`config.mk`:
```
export PLATFORM = sky130hd
export DESIGN_NAME = fg_speed_discrim
export DESIGN_NICKNAME = d
export VERILOG_FILES = /design/src/rtl/fsd_pkg.sv /design/src/rtl/fsd_edge_sync.sv /design/src/rtl/fsd_prescaler.sv /design/src/rtl/fsd_period_cnt.sv /design/src/rtl/fg_speed_discrim.sv
export SDC_FILE = /design/constraint.sdc
export NUM_CORES = 1
export LEC_CHECK = 0
export BUFFER_PORTS_ARGS = -buffer_cell sky130_fd_sc_hd__clkbuf_2
export CAP_MARGIN = 25
export CORE_AREA = 8 8 63 65
export CTS_BUF_LIST = sky130_fd_sc_hd__clkbuf_16
export CTS_CLUSTER_DIAMETER = 80
export DETAILED_ROUTE_END_ITERATION = 6
export DIE_AREA = 0 0 71 73
export PLACE_DENSITY = 0.73
export SETUP_SLACK_MARGIN = 0.02
export SLEW_MARGIN = 0
export SYNTH_ARGS = -nofsm -noshare
export SYNTH_HDL_FRONTEND = slang
export SYNTH_SLANG_ARGS = --single-unit
```
`constraint.sdc`:
```
create_clock -name clk -period 2.4 [get_ports clk]
set_input_delay 0.36 -clock clk [delete_from_list [all_inputs] [get_ports clk]]
set_output_delay 0.36 -clock clk [all_outputs]
set_load 0.005 [all_outputs]
```
`src/rtl/fsd_pkg.sv`:
```
`timescale 1ns/1ps
package fsd_pkg;

  typedef struct packed {
    logic accel;
    logic lock_n;
  } fsd_verdict_t;

  // Verdict from one measured period against nominal and window bounds.
  function automatic fsd_verdict_t judge(input int unsigned count,
                                         input int unsigned nominal,
                                         input int unsigned lo,
                                         input int unsigned hi);
    fsd_verdict_t v;
    v.accel  = (count > nominal);
    v.lock_n = !((count >= lo) && (count <= hi));
    return v;
  endfunction

endpackage

```
`src/rtl/fsd_edge_sync.sv`:
```
`timescale 1ns/1ps
module fsd_edge_sync (
  input  logic clk,
  input  logic rst_n,
  input  logic din,
  output logic rise
);
  logic s1, s2, s3;

  always_ff @(posedge clk) begin
    if (!rst_n) begin
      s1 <= 1'b0;
      s2 <= 1'b0;
      s3 <= 1'b0;
    end else begin
      s1 <= din;
      s2 <= s1;
      s3 <= s2;
    end
  end

  assign rise = s2 & ~s3;

endmodule

```
`src/rtl/fsd_prescaler.sv`:
```
`timescale 1ns/1ps
module fsd_prescaler #(
  parameter int PRESCALE = 16
) (
  input  logic clk,
  input  logic rst_n,
  input  logic restart,
  output logic tick
);
  generate
    if (PRESCALE == 1) begin : g_bypass
      logic unused_restart;
      assign unused_restart = restart;
      assign tick = 1'b1;
    end else begin : g_div
      localparam int PW = $clog2(PRESCALE);
      localparam logic [PW-1:0] LAST = PW'(PRESCALE - 1);
      logic [PW-1:0] ph;

      assign tick = (ph == LAST);

      always_ff @(posedge clk) begin
        if (!rst_n || restart) ph <= '0;
        else if (tick)         ph <= '0;
        else                   ph <= ph + 1'b1;
      end
    end
  endgenerate

endmodule

```
`src/rtl/fsd_period_cnt.sv`:
```
`timescale 1ns/1ps
module fsd_period_cnt #(
  parameter int CNT_W = 10
) (
  input  logic             clk,
  input  logic             rst_n,
  input  logic             clear,
  input  logic             tick,
  output logic [CNT_W-1:0] cnt_next,
  output logic             sat
);
  localparam logic [CNT_W-1:0] CMAX = {CNT_W{1'b1}};
  logic [CNT_W-1:0] cnt_q;

  // Count including the tick of the present cycle.
  assign cnt_next = (tick && cnt_q != CMAX) ? cnt_q + 1'b1 : cnt_q;
  assign sat      = (cnt_next == CMAX);

  always_ff @(posedge clk) begin
    if (!rst_n || clear) cnt_q <= '0;
    else                 cnt_q <= cnt_next;
  end

  AST_CNT_SATURATES: assert property (@(posedge clk) disable iff (!rst_n)
    (!clear && cnt_q == CMAX) |=> (cnt_q == CMAX));

endmodule

```
`src/rtl/fg_speed_discrim.sv`:
```
`timescale 1ns/1ps
module fg_speed_discrim #(
  parameter int PRESCALE   = 16,
  parameter int NOMINAL    = 512,
  parameter int LOCK_SHIFT = 4,
  parameter int CNT_W      = 10
) (
  input  logic             clk,
  input  logic             rst_n,
  input  logic             fg_in,
  output logic             accel,
  output logic             lock_n,
  output logic             m_valid,
  input  logic             m_ready,
  output logic [CNT_W-1:0] m_data
);
  import fsd_pkg::*;

  localparam int WIN = NOMINAL >> LOCK_SHIFT;
  localparam int LO  = NOMINAL - WIN;
  localparam int HI  = NOMINAL + WIN;

  logic             fg_rise;
  logic             tick;
  logic [CNT_W-1:0] cnt_next;
  logic             sat;
  logic             armed, phase;
  fsd_verdict_t     verdict;

  fsd_edge_sync u_sync (
    .clk(clk), .rst_n(rst_n), .din(fg_in), .rise(fg_rise)
  );

  fsd_prescaler #(.PRESCALE(PRESCALE)) u_pre (
    .clk(clk), .rst_n(rst_n), .restart(fg_rise), .tick(tick)
  );

  fsd_period_cnt #(.CNT_W(CNT_W)) u_cnt (
    .clk(clk), .rst_n(rst_n), .clear(fg_rise), .tick(tick),
    .cnt_next(cnt_next), .sat(sat)
  );

  assign verdict = judge(int'(cnt_next), NOMINAL, LO, HI);

  always_ff @(posedge clk) begin
    if (!rst_n) begin
      armed   <= 1'b0;
      phase   <= 1'b0;
      accel   <= 1'b1;
      lock_n  <= 1'b1;
      m_valid <= 1'b0;
      m_data  <= '0;
    end else begin
      if (m_valid && m_ready) m_valid <= 1'b0;
      if (fg_rise) begin
        if (!armed) begin
          armed <= 1'b1;
          phase <= 1'b0;
        end else begin
          phase <= ~phase;
          if (phase) begin
            m_data  <= cnt_next;
            m_valid <= 1'b1;
            accel   <= verdict.accel;
            lock_n  <= verdict.lock_n;
          end
        end
      end else if (sat) begin
        accel  <= 1'b1;
        lock_n <= 1'b1;
      end
    end
  end

  AST_VALID_FROM_EDGE: assert property (@(posedge clk) disable iff (!rst_n)
    $rose(m_valid) |-> $past(fg_rise));

  AST_HOLD_UNTIL_TAKEN: assert property (@(posedge clk) disable iff (!rst_n)
    (m_valid && !m_ready) |=> m_valid);

  AST_LOCK_IN_WINDOW: assert property (@(posedge clk) disable iff (!rst_n)
    !lock_n |-> (int'(m_data) >= LO && int'(m_data) <= HI));

  AST_LOCKED_ACCEL_SLOW: assert property (@(posedge clk) disable iff (!rst_n)
    (!lock_n && accel) |-> (int'(m_data) > NOMINAL));

endmodule

```
Word-level counts from Yosys, hierarchy flattened
Cells that the tools add are included.
{"block": "word_totals", "regBits": 32, "input_bits": 4, "output_inout_bits": 13}
{"block": "classes", "add_sub_neg": 2, "n_lt_le_gt_ge": 3, "eq_ne": 5, "mux": 13, "bitwise_logic": 3, "reduce_logical": 10}
{"op": "1-bit two-way mux", "n": 12}
{"op": "10-bit by 1-bit adder with 10-bit output (second input constant)", "n": 1}
{"op": "10-bit equality test (second input constant)", "n": 1}
{"op": "10-bit by 9-bit greater-or-equal comparator with 1-bit output (second input constant)", "n": 1}
{"op": "10-bit > comparator (second input constant)", "n": 1}
{"op": "10-bit less-or-equal comparator (second input constant)", "n": 1}
{"op": "10-bit two-way mux", "n": 1}
{"op": "10-bit inequality test (second input constant)", "n": 1}
{"op": "3-bit AND reduction", "n": 2}
{"op": "4-bit by 1-bit adder with 4-bit output (second input constant)", "n": 1}
{"op": "4-bit equality test (second input constant)", "n": 1}
{"op": "2-bit inequality test (second input constant)", "n": 2}
{"op": "1-bit logical AND", "n": 3}
{"op": "1-bit logical NOT", "n": 2}
{"op": "1-bit inverter", "n": 2}
{"op": "2-bit nonzero test", "n": 1}
{"op": "2-bit OR reduction", "n": 1}
{"op": "1-bit bitwise AND", "n": 1}
{"op": "1-bit logical OR", "n": 1}

Depth between registers and ports, before layout
Gate-level depths: netlist of the first run.
{"block": "logic_depth", "ltp_word": 9, "depth_mapped": 7, "ltp_nobuf": 7}

Hierarchy
Synthesis of the first run repeated with hierarchy kept, for this count alone.
{"block": "unflattened", "cells_unflattened": 187, "hier_area_um2": 1561.5}
{"mod": "fsd_period_cnt", "n_inst": 1, "cells_each": 93, "area_per_inst_um2": 703.2, "seq_area_each_um2": 200.2}
{"mod": "fg_speed_discrim", "n_inst": 1, "cells_each": 72, "area_per_inst_um2": 603.1, "seq_area_each_um2": 300.3}
{"mod": "fsd_prescaler", "n_inst": 1, "cells_each": 15, "area_per_inst_um2": 162.7, "seq_area_each_um2": 80.1}
{"mod": "fsd_edge_sync", "n_inst": 1, "cells_each": 7, "area_per_inst_um2": 92.6, "seq_area_each_um2": 60.1}

Worst setup path after synthesis of the first run
Ideal clock, no wire load.
{"block": "synth_path", "path_kind": "register to register", "startpoint": "register u_pre.g_div.ph[0]", "endpoint": "register lock_n", "setup_ns": 0.079, "t_arrival_ns": 1.911, "t_required_ns": 2.321, "path_slack_ns": 0.410, "stages_incl_launch_ff": 8, "n_path_buf": 0, "period_less_slack_ns": 1.990, "path_cell_list": "dfxtp_1 ha_1 and3_4 nand3_4 or4_4 and2_4 and3_4 a211oi_2"}
{"block": "synth_via", "elab_chain_cells": 9, "word_cells_on_any_way": 13, "classes_between": "2 x order compare; 2 x eq/ne; 4 x mux; 5 x reduce/logical"}
{"item": "from (decl)", "line": "fsd_prescaler.sv:18", "text": "logic [PW-1:0] ph;"}
{"item": "from (signal assigned)", "line": "fsd_prescaler.sv:25", "text": "else ph <= ph + 1'b1;"}
{"item": "4-bit equality test *", "line": "fsd_prescaler.sv:20", "text": "assign tick = (ph == LAST);"}
{"item": "1-bit logical AND *", "line": "fsd_period_cnt.sv:16", "text": "assign cnt_next = (tick && cnt_q != CMAX) ? cnt_q + 1'b1 : cnt_q;"}
{"item": "10-bit two-way mux *", "line": "fsd_period_cnt.sv:16"}
{"item": "10-bit by 9-bit greater-or-equal comparator with 1-bit output or 10-bit less-or-equal comparator (tied branches)", "line": "fsd_pkg.sv:16", "text": "v.lock_n = !((count >= lo) && (count <= hi));"}
{"item": "1-bit logical AND", "line": "fsd_pkg.sv:16"}
{"item": "1-bit logical NOT", "line": "fsd_pkg.sv:16"}
{"item": "1-bit two-way mux", "line": "fg_speed_discrim.sv:61", "text": "if (phase) begin"}
{"item": "1-bit two-way mux", "line": "fg_speed_discrim.sv:56", "text": "if (!armed) begin"}
{"item": "1-bit two-way mux", "line": "fg_speed_discrim.sv:55", "text": "if (fg_rise) begin"}
{"item": "to (signal assigned)", "line": "fg_speed_discrim.sv:65", "text": "lock_n <= verdict.lock_n;"}
{"item": "to (decl)", "line": "fg_speed_discrim.sv:12", "text": "output logic lock_n,"}
Mark *: on every way between the ends. The rest lies on a longest branch, timed or not. The select of a mux whose other input is x is not followed.
A chain may end at the register's enable or synchronous reset.

Worst setup path in the final report of the first run
{"block": "layout_path", "startpoint": "register u_cnt.cnt_q[1]", "endpoint": "register lock_n"}
{"block": "layout_via", "elab_chain_cells": 9, "word_cells_on_any_way": 14, "classes_between": "1 x add/sub; 2 x order compare; 2 x eq/ne; 4 x mux; 5 x reduce/logical"}
{"item": "from (decl)", "line": "fsd_period_cnt.sv:13", "text": "logic [CNT_W-1:0] cnt_q;"}
{"item": "from (signal assigned)", "line": "fsd_period_cnt.sv:21", "text": "else cnt_q <= cnt_next;"}
{"item": "parallel branches: the longest is 2 deep, another holds 10-bit by 1-bit adder with 10-bit output"}
{"item": "10-bit two-way mux *", "line": "fsd_period_cnt.sv:16"}
{"item": "10-bit by 9-bit greater-or-equal comparator with 1-bit output or 10-bit less-or-equal comparator (tied branches)", "line": "fsd_pkg.sv:16"}
{"item": "1-bit logical AND", "line": "fsd_pkg.sv:16"}
{"item": "1-bit logical NOT", "line": "fsd_pkg.sv:16"}
{"item": "1-bit two-way mux", "line": "fg_speed_discrim.sv:61"}
{"item": "1-bit two-way mux", "line": "fg_speed_discrim.sv:56"}
{"item": "1-bit two-way mux", "line": "fg_speed_discrim.sv:55"}
Mark *: on every way between the ends. The select of a mux whose other input is x is not followed.

==> flow_metrics.tcl, run 1 <==
set metrics [dict create \
    reg2reg_setup_slack_ps 190 \
    cts_resized 0 \
    ioPinCount 17 \
    clock_latency_ps 270 \
    met2_usage_pct 26.98 \
    ys_ff_latch 32 \
    root_buffer "clkbuf_16" \
    core_um2 2953 \
    seq_power_share_pct 47.1 \
    htreeDepth 2 \
    cap_violations 0 \
    grt-ovfl-total 0 \
    vias_per_cell 5.983 \
    final_area_um2 1807 \
    end_kind "flip-flop" \
    clock_skew_ps 2.224 \
    wire_per_inst_um 15.75 \
    dp_hpwl_um 2629 \
    p_clk_share_pct 50.9 \
    fillers 267 \
    synth_top_family_by_area "simple AND/OR/NAND/NOR gates" \
    postRouteAntennaNets 0 \
    irDropWorstVdd_mv 0.5388 \
    setup_violations 0 \
    cts_hold_buf 0 \
    synth-seq-area-share_pct 40.54 \
    cts_sinks 32 \
    clkSlewWorstSetupHoldPaths_ps 50 \
    grt_antenna_before_repair 0 \
    synthXorXnorAreaFrac_pct 2.217 \
    tritoncts "yes" \
    worst-endpoint-required_ps 2590 \
    place_ws_ps 135.3 \
    grt_max_degree 21 \
    switchingPower_uw 232.9 \
    power_density_nw_per_um2 640.4 \
    ff2ff_path_depth 7 \
    synth_fp_nets 188 \
    muxShareOfSynthArea_pct 1.979 \
    slowest_delay_ps 410 \
    fp-row-count 20 \
    grt_usage_pct 15.63 \
    worstMarginPinSlew_ps 485.9 \
    drt_iter0_drc 119 \
    ctsLongestPathBuffers 2 \
    synthAdderAreaFrac_pct 1.584 \
    max_freq_mhz 452.7 \
    grt_pass1_wl_um 6506 \
    netlist_area_um2 1580 \
    drc 0 \
    whs_endpoint "u_sync.s1$_SDFF_PN0_" \
    start_kind "flip-flop" \
    grt_pass1_vias 1428 \
    worst_slew_margin_rel_pct 67.53 \
    whs_path_depth 2 \
    yosysTopAreaCellShare_pct 40.54 \
    crit_fanout 7 \
    io_buffers 16 \
    p_sw_share_pct 20.13 \
    path_buf_inv 0 \
    placed_area_um2 1652 \
    setup.worst_path.class "flip-flop to flip-flop" \
    outcome "completed" \
    leakage_uw 0.0006924 \
    cp_cell_sequence "ha_1 -> nand3_1 -> o31ai_4 -> mux2_2 -> o311ai_1 -> a211oi_1 -> a211oi_2" \
    hold_ws_ps 292.4 \
    synth_compound_area_share_pct 16.79 \
    wl_um 3623 \
    final_nets 202 \
    drive_gt1_share_pct 20.81 \
    period_share_pct 92.04 \
    hp-class "primary input to flip-flop" \
    worst_slack_ps 191.1 \
    yosys.area_share.simple_pct 32.30 \
    final-max-slew-violation-count 0 \
    yosys.cell_types.count 49 \
    met1_usage_pct 17.81 \
    timing.setup.tns_ps 0 \
    hold_start "fg_in" \
    critPathArrivalTime_ps 2390 \
    vias 1376 \
    dieHeight_um 73 \
    initial_core_util_pct 53.52 \
    rsz0062_at_grt "no" \
    yosysTopAreaCell "dfxtp_1" \
    syn2layout_area_growth_pct 14.33 \
    finalHoldViolCount 0 \
    combPwrFrac_pct 2.0 \
    r2r_end "lock_n$_SDFFE_PN1P_" \
    grtUsageMet3_pct 4.670 \
    crit_cells 7 \
    post_cts_buffers 0 \
    r2r_start "u_cnt.cnt_q[1]$_SDFF_PP0_" \
    syn_avg_cell_area_um2 8.683 \
    postSynthCellCount 182 \
    synth_area_leaders "dfxtp_1 41%, nand2_1 5.0%, nor2_1 4.0%, and2_1 4.0%, nand3_1 3.5%" \
    place.gp.congestion 0.8910 \
    period_minus_slack_ps 2209 \
    crit_family "compound AO/OA/AOI/OAI gates" \
    p_int_uw 924.1 \
    drt-pass1-iter-count 4 \
    ys.warnings.count 0 \
    critical-path-slowest-cell "dfxtp_2" \
    antenna_cells 0 \
    die_area_um2 5183 \
    grt_busiest_layer "met2" \
    cts_made_buffers 5 \
    die_x_um 71 \
]
[Yosys cell counts (all sizes together)]
cell type,n
nor2,17
a21boi,1
nand2b,4
a211oi,4
a22oi,1
and2,11
xor2,2
nand2,21
nand4,3
o21a,1
nor3b,1
ha,2
o311ai,1
mux2i,2
xnor2,2
and4,2
nor4,2
inv,2
mux2,1
or2,1
o2111ai,3
and3,3
nor3,11
o31a,1
nand3,13
a31oi,1
buf,5
nor2b,2
o211a,4
o22ai,1
or3b,1
o21ai,12
or4,1
clkbuf,6
o31ai,3
o22a,1
dfxtp,32
nor4b,1
[worst reg2reg max path, stage by stage (launching register included)]
cell,delay [ps]
dfxtp_2,410
ha_1,260
nand3_1,220
o31ai_4,350
mux2_2,380
o311ai_1,120
a211oi_1,160
a211oi_2,240
[placed cells by master (no fill, tap or decap), types with 2 or more instances in the layout]
master     netlist  final
nand3_1         11     11
nor3_1          11     11
nand2b_1         4      4
buf_4            0      2
nand2_1         21     21
mux2i_1          2      2
ha_1             2      2
clkbuf_16        0      5
xnor2_1          2      2
o2111ai_1        3      3
nor2b_1          2      2
nand4_1          3      3
nor2_1          17     17
dfxtp_1         32     31
o211a_1          4      4
xor2_1           2      2
o21ai_0         11     10
o31ai_1          2      2
clkbuf_2         1     16
and3_4           2      2
a211oi_1         3      3
inv_1            2      3
and2_1          10     10
[worst max path at each step]
stage / to / slack, ps / startpoint
floorplan: lock_n$_SDFFE_PN1P_ / 410 / u_pre.g_div.ph[0]$_SDFF_PP0_
global placement: lock_n$_SDFFE_PN1P_ / 270 / u_cnt.cnt_q[1]$_SDFF_PP0_
global route: lock_n$_SDFFE_PN1P_ / 100 / u_cnt.cnt_q[1]$_SDFF_PP0_
detailed placement: lock_n$_SDFFE_PN1P_ / 140 / u_cnt.cnt_q[1]$_SDFF_PP0_
CTS: lock_n$_SDFFE_PN1P_ / 110 / u_cnt.cnt_q[1]$_SDFF_PP0_
finish: lock_n$_SDFFE_PN1P_ / 190 / u_cnt.cnt_q[1]$_SDFF_PP0_
[metrics by stage]
step	util, %	total power [uW]	cells
floorplan	-	571.9	182
global placement	55.93	577.7	222
detailed placement	55.93	579.1	222
CTS	60.68	1168	230
global route	61.19	1192	230
finish	61.19	1157	230
[metal layers]
metal / wire length [um] / up-vias / part of all wire, %
li1: - / 677 / -
met3: 195 / 8 / 5.4
met5: 0 / - / 0
met4: 53 / 0 / 1.5
met2: 1790 / 34 / 49
met1: 1584 / 657 / 44
[flip-flops by register name (all words and copies together), names as in the netlist]
name	count
m_data	10
u_cnt.cnt_q	10
u_pre.g_div.ph	4
accel	1
armed	1
lock_n	1
m_valid	1
phase	1
u_sync.s1	1
u_sync.s2	1
u_sync.s3	1
[power by group through the flow]
stage	Sequential (uW)	Combinational, uW	Clock (uW)
2_1_floorplan	554	17.8	0
3_3_place_gp	555	22.9	0
3_5_place_dp	556	23.6	0
4_1_cts	544	23.6	601
5_1_grt	545	26.6	621
6_report	545	23.3	589
[kinds of logic (layout without fill, tap and decap cells)]
kind of cell	Yosys count	in the layout
muxes	3	3
DFF	32	32
buffers and inverters	13	28
xor gates and xnor gates	4	4
and+or+nand+nor	94	94
AOI/OAI and AO/OA	34	34
adders and majority gates	2	2
[cell type report]
class | count | area (um^2) | share of cell area [%]
inverter | 2 | 7.507 | 0.4155
multi-input combinational | 137 | 880.8 | 48.75
timing repair buffer | 18 | 95.09 | 5.263
tap | 33 | 41.29 | 2.285
clock inverter | 3 | 15.01 | 0.8310
clock buffer | 5 | 125.1 | 6.925
sequential | 32 | 641.9 | 35.53
No activity file was read; power rests on OpenSTA's default activity.
==> inputs of run 2 (changes only) <==
--- a/config.mk
+++ b/config.mk
@@ -5,13 +5,14 @@
 export SDC_FILE = /design/constraint.sdc
 export NUM_CORES = 1
 export LEC_CHECK = 0
+export ABC_AREA = 1
 export BUFFER_PORTS_ARGS = -buffer_cell sky130_fd_sc_hd__clkbuf_2
-export CAP_MARGIN = 25
-export CORE_AREA = 8 8 63 65
+export CAP_MARGIN = 20
+export CORE_AREA = 8 8 65 67
 export CTS_BUF_LIST = sky130_fd_sc_hd__clkbuf_16
 export CTS_CLUSTER_DIAMETER = 80
 export DETAILED_ROUTE_END_ITERATION = 6
-export DIE_AREA = 0 0 71 73
+export DIE_AREA = 0 0 73 75
 export PLACE_DENSITY = 0.73
 export SETUP_SLACK_MARGIN = 0.02
 export SLEW_MARGIN = 0
==> run 2 against run 1 <==
Clock-buffer cell count stayed put. Synthesized cell count increased by 31%. Global-route usage fell by 1.8 points. Utilization rose by 0.099 points. Flip-flop and latch count unchanged. First-iteration DRC count shrank 55%. Clock skew is 3.0 ps higher. Power up 11%. Critical path depth up 8. Setup slack better by 120 ps. Non-clock buffer count did not move. Cell count rose by 33%. Critical path type unchanged.
==> flow_metrics.tcl, run 2 <==
set metrics [dict create \
    drc 0 \
    yosysMostFrequentCell "nand2_1" \
    ys.warnings.count 0 \
    synth_fp_nets 245 \
    cap_violations 0 \
    final_nets 265 \
    clock_skew_ps 5.176 \
    slowest_delay_ps 350 \
    tritoncts "yes" \
    critical-path-slowest-cell "dfxtp_1" \
    period_minus_slack_ps 2092 \
    yosysTopAreaCellShare_pct 37.93 \
    worstMarginPinSlew_ps 420.1 \
    grt_max_degree 22 \
    syn2layout_area_growth_pct 17.26 \
    htreeDepth 2 \
    drt_iter0_drc 54 \
    max_freq_mhz 478.0 \
    clkSlewWorstSetupHoldPaths_ps 50 \
    setup_violations 0 \
    wl_met3_um 171 \
    root_buffer "clkbuf_16" \
    power_density_nw_per_um2 647.4 \
    synth-edff-count 0 \
    ys.flop_type "dfxtp_1" \
    grt_antenna_before_repair 0 \
    core_um2 3232 \
    initial_core_util_pct 52.26 \
    dieHeight_um 75 \
    grt-ovfl-total 0 \
    reg_top3 "m_data (10), u_cnt.cnt_q (10), u_pre.g_div.ph (4)" \
    vias 1477 \
    dp_hpwl_um 2527 \
    hp-class "primary input to flip-flop" \
    end_kind "flip-flop" \
    syn_avg_cell_area_um2 7.067 \
    antenna_cells 0 \
    placed_area_um2 1813 \
    worst_slew_margin_rel_pct 71.89 \
    ctsLongestPathBuffers 2 \
    final-max-slew-violation-count 0 \
    ff2ff_path_depth 15 \
    cts_hold_buf 0 \
    io_buffers 16 \
    worst-endpoint-required_ps 2570 \
    setup.worst_path.class "flip-flop to flip-flop" \
    rsz0062_at_grt "no" \
    layout_commonest_cell "nand2_1" \
    whs_path_depth 3 \
    place.gp.congestion 0.8556 \
    synth-seq-area-share_pct 37.93 \
    synthTopCellsByCount "58 x nand2_1, 35 x inv_1, 32 x dfxtp_1" \
    vias_per_cell 4.827 \
    synth-async-reset-ratio_pct 0 \
    die_x_um 73 \
    netlist_area_um2 1689 \
    post_cts_buffers 0 \
    cts_resized 0 \
    wl_met1_um 1540 \
    synth_area_leaders "dfxtp_1 38%, nand2_1 13%, inv_1 7.8%, nor2_1 6.9%, nand2_2 4.8%" \
    met2WireLength_um 1580 \
    postSynthCellCount 239 \
    cp_cell_sequence "ha_1 -> nand2_1 -> nor2_2 -> buf_4 -> nand2_8 -> nand2_1 -> nand2_2 -> inv_1 -> nand2_1 -> nor2_1 -> nand3_1 -> nand2_1 -> nand2_1 -> nand2_1 -> nand2_1" \
    critPathArrivalTime_ps 2260 \
    timing.setup.tns_ps 0 \
    drt-pass1-iter-count 4 \
    grt_usage_pct 13.79 \
    yosys.cell_types.count 27 \
    ioPinCount 17 \
    clock_latency_ps 270 \
    finalHoldViolCount 0 \
    cts_sinks 32 \
    final_area_um2 1981 \
    crit_fanout 9 \
    highest_layer "met4" \
    wire_per_inst_um 11.07 \
    postRouteAntennaNets 0 \
    yosysTopAreaCell "dfxtp_1" \
    die_area_um2 5475 \
    start_kind "flip-flop" \
    path_common_cell "nand2_1" \
    layout_common_cells "58 x nand2_1, 35 x inv_1, 32 x dfxtp_1" \
    irDropWorstVdd_mv 0.5284 \
    period_share_pct 87.17 \
    grt_pass1_vias 1450 \
    leakage_uw 0.0009110 \
    cts_made_buffers 5 \
    wl_um 3386 \
    fp-row-count 21 \
    ys_ff_latch 32 \
    drive_gt1_share_pct 22.69 \
    grt_pass1_wl_um 5982 \
    outcome "completed" \
]
## run 2: cell types whose count changed after synthesis, moves of 5 or more
| cell | delta |
|---|---|
| nand2_1 | +37 |
| inv_1 | +33 |
| nor2_1 | +14 |
| nand2_2 | +13 |
| nor3_1 | -11 |
| and2_1 | -10 |
| o211ai_1 | +9 |
| o21ai_0 | -8 |
| a21oi_1 | +6 |
| nand3_1 | +5 |
| nor2_2 | +5 |
## run 2: critical path: cells and delay by family, from the launching register on
family / cells / cell delay (ps)
buf+inv: 2 / 320
flops: 1 / 350
fa+ha+maj: 1 / 190
simple gates: 12 / 1120
## run 2: worst paths after layout
kind / startpoint / slack (ps) / endpoint
setup / recovery: u_pre.g_div.ph[0]$_SDFF_PP0_ / 310 / accel$_SDFFE_PN1P_
hold / removal: fg_in / 290 / u_sync.s1$_SDFF_PN0_
setup reg to reg: u_pre.g_div.ph[0]$_SDFF_PP0_ / 310 / accel$_SDFFE_PN1P_
hold reg to reg: u_sync.s2$_SDFF_PN0_ / 420 / u_sync.s3$_SDFF_PN0_
## run 2: cell families (layout without fill, tap and decap cells)
family	count (synthesis)	count (layout)	share of synthesized area (%)
fa+ha+maj	2	2	1.481
flops	32	32	37.93
simple gates	139	139	42.08
buf+inv	46	67	10.81
compound gates	19	19	7.185
xor+xnor	1	1	0.5186
## run 2: layout make-up
class	instances	area [um^2]
inverters	41	153.9
repair buffers	18	95.09
multi-input cells	161	865.8
well taps	46	57.56
clock inverters	3	42.54
flip-flops and latches	32	640.6
fillers	308	1251
clock buffers	5	125.1
## run 2: metal layers
metal / up-vias / global-route usage, %
li1: 775 / -
met1: 650 / 14.83
met2: 41 / 23.93
met3: 11 / 4.261
met4: 0 / 7.111
met5: - / 0
## run 2: per-stage QoR
step | total power, uW | setup slack, ps | util (%) | std cells | hold WS, ps
5_1_grt | 1315 | 119.2 | 61.29 | 306 | 292.1
6_report | 1282 | 307.9 | 61.29 | 306 | 294.5
3_3_place_gp | 579.6 | 476.5 | 56.10 | 298 | 394.0
2_1_floorplan | 572.6 | 721.8 | - | 239 | 390.5
4_1_cts | 1296 | 331.9 | 61.29 | 306 | 299.3
3_5_place_dp | 580.2 | 408.2 | 56.10 | 298 | 414.8
## run 2: where the power goes
part	internal, uW	switching [uW]
Sequential	539	3.95
Combinational	8.03	17.5
Clock	487	227
Total	1030	248
